### config.mk
export PLATFORM = sky130hd
export DESIGN_NAME = addsub_unit
export DESIGN_NICKNAME = d
export VERILOG_FILES = /design/src/rtl/addsub_unit.sv
export SDC_FILE = /design/constraint.sdc
export NUM_CORES = 1
export LEC_CHECK = 0
export BUFFER_PORTS_ARGS = -buffer_cell sky130_fd_sc_hd__buf_2
export CAP_MARGIN = 20
export CORE_AREA = 2 2 39 41
export DETAILED_ROUTE_END_ITERATION = 7
export DIE_AREA = 0 0 41 43
export PLACE_DENSITY = 0.83
export SETUP_SLACK_MARGIN = 0.4
export SYNTH_ARGS = -nofsm -noshare
export SYNTH_HDL_FRONTEND = slang
export SYNTH_SLANG_ARGS = --single-unit
### constraint.sdc
create_clock -name clk -period 0.8 [get_ports clk]
set_input_delay 0.08 -clock clk [delete_from_list [all_inputs] [get_ports clk]]
set_output_delay 0.08 -clock clk [all_outputs]
set_load 0.02 [all_outputs]
### src/rtl/addsub_unit.sv
module addsub_unit #(
  parameter int W       = 8,
  parameter bit REG_OUT = 1'b1
) (
  input  logic         clk,
  input  logic         rst_n,
  input  logic         sub_i,
  input  logic [W-1:0] a_i,
  input  logic [W-1:0] b_i,
  output logic [W-1:0] res_o,
  output logic         cout_o,
  output logic         ovf_o
);
  logic [W-1:0] b_eff, sum;
  logic [W:0]   cy;
  logic         ovf_c;

  assign cy[0] = sub_i;

  for (genvar i = 0; i < W; i++) begin : g_cell
    assign b_eff[i]  = sub_i ? ~b_i[i] : b_i[i];
    assign sum[i]    = a_i[i] ^ b_eff[i] ^ cy[i];
    assign cy[i+1]   = (a_i[i] & b_eff[i]) | (a_i[i] & cy[i]) | (b_eff[i] & cy[i]);
  end

  assign ovf_c = (a_i[W-1] == b_eff[W-1]) && (sum[W-1] != a_i[W-1]);

  if (REG_OUT) begin : g_reg
    always_ff @(posedge clk or negedge rst_n) begin
      if (!rst_n) begin
        res_o  <= '0;
        cout_o <= 1'b0;
        ovf_o  <= 1'b0;
      end else begin
        res_o  <= sum;
        cout_o <= cy[W];
        ovf_o  <= ovf_c;
      end
    end
  end else begin : g_comb
    assign res_o  = sum;
    assign cout_o = cy[W];
    assign ovf_o  = ovf_c;
  end
endmodule

After elaboration in Yosys (flattened, before gate mapping). Cells that the tools add are included.

Equality and inequality tests: 2. Mux-type cells: 8. Bitwise logic cells: 64. Reduce and logical (&&, ||, !) cells: 1.

Operators by type and width (number): AND 1 bit (24); OR 1 bit (16); XOR 1 bit (16); two-way mux 1 bit (8); inverter 1 bit (8); == test 1 bit (1); logical AND 1 bit (1); inequality test 1 bit (1).

Register bits after elaboration: 10. Output and inout port bits: 10. Logic and storage cells: 78.

Logic depth before layout (Yosys ltp). Gate-level depths: netlist of run 1.

Word-level depth: 26. Depth in mapped cells: 13.

Worst setup path after synthesis of run 1. No wires, ideal clock.

Path kind: in2reg. Start point: input sub_i. End point: register ovf_o. Library setup time: 119 ps. Arrival: 3173 ps. Data required time: 681 ps. Setup slack: -2492 ps. Stages on the path: 13. Path buffers: 1. Path through: buf_6 > xor2_1 > fa_1 > inv_1 > fa_1 > fa_1 > fa_1 > fa_1 > fa_1 > inv_1 > fa_1 > xnor2_1 > nor2_1.

Longest elaborated chain between the ends: 25. Elaborated cells between the ends (all ways): 48.

Ends and longest elaborated chain: from (decl) (RTL line 7) `input logic sub_i,`; two-way mux 1 bit (RTL line 21) `assign b_eff[i] = sub_i ? ~b_i[i] : b_i[i];`; AND 1 bit (RTL line 23) `assign cy[i+1] = (a_i[i] & b_eff[i]) | (a_i[i] & cy[i]) | (b_eff[i] & cy[i]);`; OR 1 bit (2 in a row) (RTL line 23); AND 1 bit (RTL line 23); OR 1 bit (2 in a row) (RTL line 23); AND 1 bit (RTL line 23); OR 1 bit (2 in a row) (RTL line 23); AND 1 bit (RTL line 23); (+6 left out); OR 1 bit (2 in a row) (RTL line 23); AND 1 bit (RTL line 23); OR 1 bit (2 in a row) (RTL line 23); XOR 1 bit (*) (RTL line 22) `assign sum[i] = a_i[i] ^ b_eff[i] ^ cy[i];`; net sum[7] (RTL line 14) `logic [W-1:0] b_eff, sum;`; inequality test 1 bit (*) (RTL line 26) `assign ovf_c = (a_i[W-1] == b_eff[W-1]) && (sum[W-1] != a_i[W-1]);`; logical AND 1 bit (*) (RTL line 26); net ovf_c (RTL line 16) `logic ovf_c;`; to (signal assigned) (RTL line 37) `ovf_o <= ovf_c;`; to (decl) (RTL line 12) `output logic ovf_o`.

The timed path passes the listed nets; every way through them passes the cells marked *.

Worst setup path in the final report of run 1.
Start point: input b_i[1]. End point: register ovf_o.

Longest elaborated chain between the ends: 23. Elaborated cells between the ends (all ways): 29.

Ends and longest elaborated chain: from (decl) (RTL line 9) `input logic [W-1:0] b_i,`; inverter 1 bit (RTL line 21); two-way mux 1 bit (*) (RTL line 21); AND 1 bit (RTL line 23); OR 1 bit (RTL line 23); OR 1 bit (*) (RTL line 23); AND 1 bit (RTL line 23); OR 1 bit (RTL line 23); OR 1 bit (*) (RTL line 23); (+9 left out); AND 1 bit (RTL line 23); OR 1 bit (RTL line 23); OR 1 bit (*) (RTL line 23); XOR 1 bit (*) (RTL line 22); net sum[7] (RTL line 14); inequality test 1 bit (*) (RTL line 26); logical AND 1 bit (*) (RTL line 26); net ovf_c (RTL line 16).

Marked as above.

==> results.cfg, run 1 <==
[drt]
vias_per_cell = 4.24
dr.pass1.iters = 3
routed_wirelength_um = 1050
wl_per_cell_um = 11.0
via_count = 403
first_iter_violations = 4
drcViolationCount = 0
ant_nets = 0

[power]
p_int_mw = 1.34
p_sw_mw = 0.625
pwr-share-clk = 0.229
power_switching_share = 0.317
irDropWorstVdd_uv = 831
p_comb_frac = 0.422
powerDensity_nw_per_um2 = 2200
power_mw = 1.97
power_frac_seq = 0.350
power_leakage_nw = 0.453

[logic_synthesis]
synth_area_leaders = dfrtp_1 (45%), fa_1 (25%), xnor2_1 (9.5%), inv_1 (8.1%), xor2_1 (4.8%)
synth-seq-area-share = 0.452
synth-seq-cells = 10
synth_cells = 42
synth_top_cell_area_share = 0.452
syn_area_per_cell_um2 = 13.2
yosys.area.top_type = dfrtp_1
yosysUniqueCellTypes = 9
postSynthNetCount = 69
yosysWarnings = 0
syn_area_um2 = 553

[die]
die_h_um = 43
rows = 14
die-area_um2 = 1760
pin_count = 29
start_util = 0.400
core_um2 = 1380
die-width_um = 41

[worst_setup_path]
critPathCaptureType = register
start_kind = primary input
required_ns = 0.96
crit_fanout = 2
critPathKind = primary input to register
worst-endpoint-arrival_ns = 3.03

[final_layout]
layout_common_cells = buf_2 (14), buf_6 (13), dfrtp_1 (10)
fillCellCount = 95
fin_cells = 95
final_nets = 107
drive_gt1_frac = 0.646
finish.utilization = 0.647
syn2layout_area_growth_pct = 62.0
mostFrequentLayoutCell = buf_2
diodes = 0

[status]
violations = negative setup slack
status = finished with violations

[run]
maxCapViolations = 0

[timing]
period_minus_slack_ns = 2.87
maxSlewHeadroom = 0.847
rsz0062_at_grt = true
layout_setup_ws_ns = -2.07
finalCritPeriodShare = 3.59
drv_slew = 0
hold_viol_final = 0
fmax_mhz = 348
tightest_slew_ns = 0.229
setup_viol = 18

[global_route]
grt_pass1_wl_um = 1880
grt_max_degree = 11
grt_pass1_vias = 446
grt_antenna_before_repair = 0
track_usage = 0.163
grt_overflow_total = 0

[cts]
cts_setup_buffers = 0
cts.clk_slew.worst_paths_ns = 0.06
clockRootBuffer = clkbuf_4
htreeDepth = 1
cts_tree = built
numCtsBuffers = 3
ctsLongestPathBuffers = 2
clkSinkCount = 10

[place]
preCtsSetupSlack_ns = -2.38
place.port_buffers = 28
gp_congestion = 0.697
dp_cells = 90
hpwl_um = 869

[hold_path]
whs_endpoint = res_o[0]$_DFF_PN0_
hold_path_depth = 3
hold_start = b_i[0]
hold_class = primary input to register
layout make-up:
cell class,count,area [um2],area share
Tap cell,16,20.0,0.0223
Timing Repair Buffer,34,272,0.303
Multi-Input combinational cell,19,273,0.304
Clock buffer,4,36.3,0.0405
Sequential cell,10,250,0.279
Inverter,12,45.0,0.0503
synthesized netlist by cell type, drive strengths merged:
cell type / number
xor2: 3
buf: 1
xnor2: 6
dfrtp: 10
ha: 1
nor2: 1
mux2: 1
inv: 12
fa: 7
metrics by stage:
stage | hold slack [ns] | cell area [um2] | setup TNS (ns)
2_1_floorplan | -0.216 | 584 | -11.94
3_3_place_gp | -0.0656 | 762 | -12.58
3_5_place_dp | -0.0556 | 762 | -12.97
4_1_cts | 0.0737 | 893 | -10.67
5_1_grt | 0.0753 | 896 | -11.43
6_report | 0.0710 | 896 | -10.53
power by group through the flow:
stage | clock network, mW | registers, mW | logic [mW]
floorplan | 0 | 0.841 | 0.225
global placement | 0 | 0.658 | 0.619
detailed placement | 0 | 0.666 | 0.653
CTS | 0.457 | 0.691 | 0.834
global route | 0.487 | 0.699 | 0.923
finish | 0.450 | 0.688 | 0.830
flip-flops by register name, summed over array words and instances, names as in the netlist:
signal,count
res_o,8
ovf_o,1
cout_o,1
per-layer routing:
| layer | track usage | wire length [um] | up-vias |
|---|---|---|---|
| met2 | 0.288 | 604 | 16 |
| li1 | - | - | 188 |
| met4 | 0.0800 | 19 | 0 |
| met1 | 0.169 | 357 | 197 |
| met3 | 0.0314 | 66 | 2 |
| met5 | 0 | 0 | - |
worst max-delay path by stage:
stage          slack [ns]  cells after the start               to   start
2_1_floorplan       -2.23                     13  ovf_o$_DFF_PN0_   sub_i
3_3_place_gp        -2.32                     13  ovf_o$_DFF_PN0_  b_i[0]
3_5_place_dp        -2.38                     13  ovf_o$_DFF_PN0_  b_i[0]
4_1_cts             -2.09                     13  ovf_o$_DFF_PN0_  b_i[1]
5_1_grt             -2.20                     13  ovf_o$_DFF_PN0_  b_i[1]
6_report            -2.07                     13  ovf_o$_DFF_PN0_  b_i[1]
repair_timing:
| action | in CTS | in global routing |
|---|---|---|
| endpoints found under the setup margin | 19 | 29 |
| gates resized for setup | 29 | 2 |
| hold buffers | 1 | 0 |
| endpoints found under the hold margin | 10 | 0 |
kinds of logic (layout without fill, tap and decap cells):
kind of cell,count (synthesis),count (layout),synth area share
adder cells (fa/ha/maj),8,8,0.276
flip-flops,10,10,0.452
buffers and inverters,13,50,0.102
XOR/XNOR,9,9,0.143
multiplexers,1,1,0.0204
AND/OR/NAND/NOR,1,1,0.00678
worst max-delay path, cell delays in order:
cell and delay, ns:
buf_6 0.09, xor2_2 0.16, fa_2 0.22, inv_2 0.04, fa_2 0.34, fa_2 0.35
fa_2 0.35, fa_2 0.35, fa_2 0.34, inv_2 0.06, fa_1 0.41, xnor2_1 0.17
nor2_1 0.06
Note: power is estimated with default switching activity, not from simulation.
==> inputs of run 2 (changes only) <==
--- a/config.mk
+++ b/config.mk
@@ -7,10 +7,10 @@
 export LEC_CHECK = 0
 export BUFFER_PORTS_ARGS = -buffer_cell sky130_fd_sc_hd__buf_2
 export CAP_MARGIN = 20
-export CORE_AREA = 2 2 39 41
+export CORE_AREA = 2 2 40 42
 export DETAILED_ROUTE_END_ITERATION = 7
-export DIE_AREA = 0 0 41 43
-export PLACE_DENSITY = 0.83
+export DIE_AREA = 0 0 42 44
+export PLACE_DENSITY = 0.79
 export SETUP_SLACK_MARGIN = 0.4
 export SYNTH_ARGS = -nofsm -noshare
 export SYNTH_HDL_FRONTEND = slang
==> constraint.sdc (replaced) <==
create_clock -name clk -period 3.28 [get_ports clk]
set_input_delay 0.328 -clock clk [delete_from_list [all_inputs] [get_ports clk]]
set_output_delay 0.328 -clock clk [all_outputs]
set_load 0.02 [all_outputs]
==> run 2 against run 1 <==
Compared with the run above:
- the run now ends clean
- wire length down 12%
- power down 78%
- setup slack better by 2.2 ns
==> results.cfg, run 2 (same netlist as run 1, synthesis figures left out) <==
[die]
core_um2 = 1420
pin_count = 29
die-width_um = 42
rows = 14
die-area_um2 = 1850
die_h_um = 44
start_util = 0.390

[cts]
cts_tree = built
ctsLongestPathBuffers = 2
htreeDepth = 1
numCtsBuffers = 3
cts.clk_slew.worst_paths_ns = 0.06
clkSinkCount = 10
clockRootBuffer = clkbuf_4

[final_layout]
top_register = res_o
final_nets = 104
layout_top_registers = res_o: 8 flops, cout_o: 1 flops, ovf_o: 1 flops
diodes = 0
drive_gt1_frac = 0.579
finish.utilization = 0.580
fin_cells = 92
post-route-cell-area_um2 = 823
syn2layout_area_growth_pct = 48.9
largest_reg_flops = 8
mostFrequentLayoutCell = buf_2
layout_common_cells = buf_2 (25), inv_1 (10), dfrtp_1 (10), xnor2_1 (6), fa_2 (6)

[worst_setup_path]
cpMaxStageDelayCell = fa_1
worst-endpoint-arrival_ns = 3.28
crit_fanout = 2
crit_chain = buf_8 > xor2_4 > fa_2 > inv_2 > fa_2 > fa_2 > fa_2 > fa_2 > fa_2 > inv_2 > fa_1 > xnor2_1 > nor2_1
required_ns = 3.44
crit_top_cell = fa_2
start_kind = primary input
critPathKind = primary input to register
critPathCaptureType = register
cpPeakStageDelay_ns = 0.42

[drt]
met1Wirelength_um = 285
routed_wirelength_um = 926
dr.pass1.iters = 4
wl_per_cell_um = 10.1
via_count = 375
dr_wl_met2_um = 519
first_iter_violations = 8
ant_nets = 0
vias_per_cell = 4.08
top_layer_used = met4
met3_length_um = 84
drcViolationCount = 0

[timing]
fmax_mhz = 320
tightest_slew_ns = 0.244
setup_tns_ns = 0
setup_viol = 0
period_minus_slack_ns = 3.13
hold_viol_final = 0
drv_slew = 0
finalCritPeriodShare = 0.953
layout_setup_ws_ns = 0.154
rsz0062_at_grt = true
maxSlewHeadroom = 0.837
timing.hold.ws_ns = 0.243

[global_route]
grt_max_degree = 11
grt_pass1_vias = 355
grt_overflow_total = 0
grt_pass1_wl_um = 1350
track_usage = 0.109
grt_antenna_before_repair = 0

[hold_path]
hold_class = primary input to register

[place]
dp_cells = 86
preCtsSetupSlack_ns = -0.171
place.port_buffers = 28
placed_area_um2 = 732
gp_congestion = 0.610

[status]
status = finished clean

[power]
powerDensity_nw_per_um2 = 519
power_mw = 0.427
irDropWorstVdd_uv = 198
power_leakage_nw = 0.425

[run]
maxCapViolations = 0
run 2: worst max-delay path: cells and delay by family:
family                   cells  cell delay, ns
adder cells (fa/ha/maj)      7            2.36
XOR/XNOR                     2            0.32
buffers and inverters        3            0.21
AND/OR/NAND/NOR              1            0.05
run 2: final cells by class:
cell class | count | area, um2
multi-input cells | 19 | 284
fillers | 122 | 596
inverters | 12 | 45.0
flip-flops and latches | 10 | 250
well taps | 16 | 20.0
repair buffers | 31 | 188
clock buffers | 4 | 36.3
run 2: where the power goes:
group          leakage, nW  switching, mW  internal (mW)
sequential           0.118        0.00570          0.153
combinational        0.287         0.0932         0.0688
clock               0.0210         0.0388         0.0673
run 2: final timing paths:
| kind | startpoint | to | slack [ns] | cells after the start |
|---|---|---|---|---|
| max in group asynchronous | rst_n | res_o[3]$_DFF_PN0_ | 2.66 | 2 |
| min in group asynchronous | rst_n | res_o[4]$_DFF_PN0_ | 0.45 | 2 |
| min | b_i[0] | res_o[0]$_DFF_PN0_ | 0.24 | 2 |
| max | b_i[1] | ovf_o$_DFF_PN0_ | 0.15 | 13 |
run 2: per-layer routing:
layer / GRT usage / vias to the layer above
met5: 0 / -
met4: 0.135 / 0
met3: 0.0250 / 4
met2: 0.181 / 21
met1: 0.101 / 170
li1: - / 180
run 2: what timing repair did:
action / CTS / global route
resized for setup: 5 / 4
buffers inserted: 0 / 1
hold endpoints to repair: 10 / 0
endpoints found under the setup margin: 2 / 2
hold buffers: 1 / 0
==> inputs of run 3 (changes only) <==
--- a/config.mk
+++ b/config.mk
@@ -7,9 +7,9 @@
 export LEC_CHECK = 0
 export BUFFER_PORTS_ARGS = -buffer_cell sky130_fd_sc_hd__buf_2
 export CAP_MARGIN = 20
-export CORE_AREA = 2 2 40 42
+export CORE_AREA = 3 3 41 43
 export DETAILED_ROUTE_END_ITERATION = 7
-export DIE_AREA = 0 0 42 44
+export DIE_AREA = 0 0 44 46
 export PLACE_DENSITY = 0.79
 export SETUP_SLACK_MARGIN = 0.4
 export SYNTH_ARGS = -nofsm -noshare
==> run 3 against run 2 <==
Compared with the run above:
- fmax grew 0.65%
- via count fell by 0.27%
- non-clock buffer count grew 2
- worst hold slack better by 0.084 ns
- cell area is 1.4% lower
- die area grew 9.5%
- global-route usage up 1.6 points
- critical path depth is the same
- sequential cell count did not move
- sequential share of layout area up 0.42 points
- wire length rose by 15%
- critical endpoint unchanged
- largest power group unchanged
==> results.cfg, run 3 (same netlist as run 1, synthesis figures left out) <==
[drt]
ant_nets = 0
vias_per_cell = 4.07
via_count = 374
drcViolationCount = 0
wl_per_cell_um = 11.6
routed_wirelength_um = 1060
dr.pass1.iters = 1
first_iter_violations = 0

[power]
power_frac_seq = 0.396
power_switching_share = 0.339
powerDensity_nw_per_um2 = 495
p_sw_mw = 0.136
power_leakage_nw = 0.426
irDropWorstVdd_uv = 173
p_int_mw = 0.265
p_comb_frac = 0.408
pwr-share-clk = 0.196

[cts]
numCtsBuffers = 3
cts_tree = built
htreeDepth = 1
cts.clk_slew.worst_paths_ns = 0.06
clockRootBuffer = clkbuf_4
ctsLongestPathBuffers = 2
clkSinkCount = 10

[final_layout]
diodes = 0
drive_gt1_frac = 0.584
top_register = res_o
final_nets = 106
largest_reg_flops = 8
syn2layout_area_growth_pct = 46.8
fillCellCount = 116
layout_top_registers = res_o: 8 flops, cout_o: 1 flops, ovf_o: 1 flops
layout_common_cells = buf_2 (25), inv_1 (10), dfrtp_1 (10), xnor2_1 (6), fa_2 (6)
mostFrequentLayoutCell = buf_2

[global_route]
use_met3 = 0.0316
use_met2 = 0.224
busiest_layer = met2
grt_max_degree = 11
grt_antenna_before_repair = 0
grt_overflow_total = 0
use_met1 = 0.124
track_usage = 0.125
grt_pass1_vias = 410
grt_pass1_wl_um = 1730

[timing]
drv_slew = 0
rsz0062_at_grt = true
period_minus_slack_ns = 3.11
maxSlewHeadroom = 0.837
setup_viol = 0
finalCritPeriodShare = 0.947
hold_viol_final = 0
fmax_mhz = 322
setup_tns_ns = 0
layout_setup_ws_ns = 0.174
tightest_slew_ns = 0.244

[die]
pin_count = 29
die_h_um = 46
die-width_um = 44
rows = 13
start_util = 0.415
die-area_um2 = 2020
core_um2 = 1330

[place]
preCtsSetupSlack_ns = -0.151
gp_congestion = 0.634
place.port_buffers = 28
hpwl_um = 891

[worst_setup_path]
cpPeakStageDelay_ns = 0.41
start_kind = primary input
cpMaxStageDelayCell = fa_1
critPathKind = primary input to register
crit_top_cell = fa_2
required_ns = 3.43
worst-endpoint-arrival_ns = 3.26
path_buf_inv = 3
crit_fanout = 2
critPathCaptureType = register
critPathTopFamily = adder cells
crit_chain = buf_8 > mux2_4 > fa_2 > inv_2 > fa_2 > fa_2 > fa_2 > fa_2 > fa_2 > inv_2 > fa_1 > xnor2_1 > nor2_1

[run]
maxCapViolations = 0

[hold_path]
hold_class = primary input to register

[status]
status = finished clean
-- run 3: cell count changes in the layout (fill, tap and decap cells not counted), sizes merged --
cell	change
buf	+2
clkbuf	-1
-- run 3: final timing paths --
check	start	to	depth (start not counted)
min	b_i[0]	res_o[0]$_DFF_PN0_	3
max	b_i[0]	ovf_o$_DFF_PN0_	13
max in group asynchronous	rst_n	res_o[7]$_DFF_PN0_	2
min in group asynchronous	rst_n	res_o[4]$_DFF_PN0_	2
-- run 3: metrics by stage --
step | power [mW] | hold slack (ns) | cell area [um2] | utilization | cells
6_report | 0.402 | 0.328 | 812 | 0.609 | 92
5_1_grt | 0.430 | 0.345 | 812 | 0.609 | 92
4_1_cts | 0.401 | 0.323 | 801 | 0.600 | 91
3_5_place_dp | 0.319 | 0.192 | 746 | 0.559 | 87
3_3_place_gp | 0.310 | 0.185 | 746 | 0.559 | 87
2_1_floorplan | 0.260 | 0.0324 | 584 | - | 42
-- run 3: what timing repair did --
action,4_1_cts,5_1_grt
endpoints found under the setup margin,2,2
endpoints found under the hold margin,10,0
cloned,0,0
buffers inserted,0,1
pin swaps,0,1
resized for setup,6,1
hold buffers,1,0
-- run 3: layer usage --
layer / share of wire / vias up
li1: - / 185
met1: 0.31 / 171
met2: 0.59 / 16
met3: 0.075 / 2
met4: 0.021 / 0
met5: 0 / -
-- run 3: layout make-up --
cell class,count,area (um2),share of cell area
Sequential cell,10,250,0.308
Tap cell,15,18.8,0.0231
Multi-Input combinational cell,19,273,0.336
Timing Repair Buffer,33,203,0.250
Inverter,12,45.0,0.0555
Clock buffer,3,22.5,0.0277
-- run 3: power by group through the flow --
stage               Sequential (mW)  Combinational (mW)  Clock, mW
floorplan                     0.205              0.0550          0
global placement              0.161               0.149          0
finish                        0.159               0.164     0.0788
global route                  0.162               0.184     0.0844
detailed placement            0.162               0.157          0
CTS                           0.160               0.162     0.0798
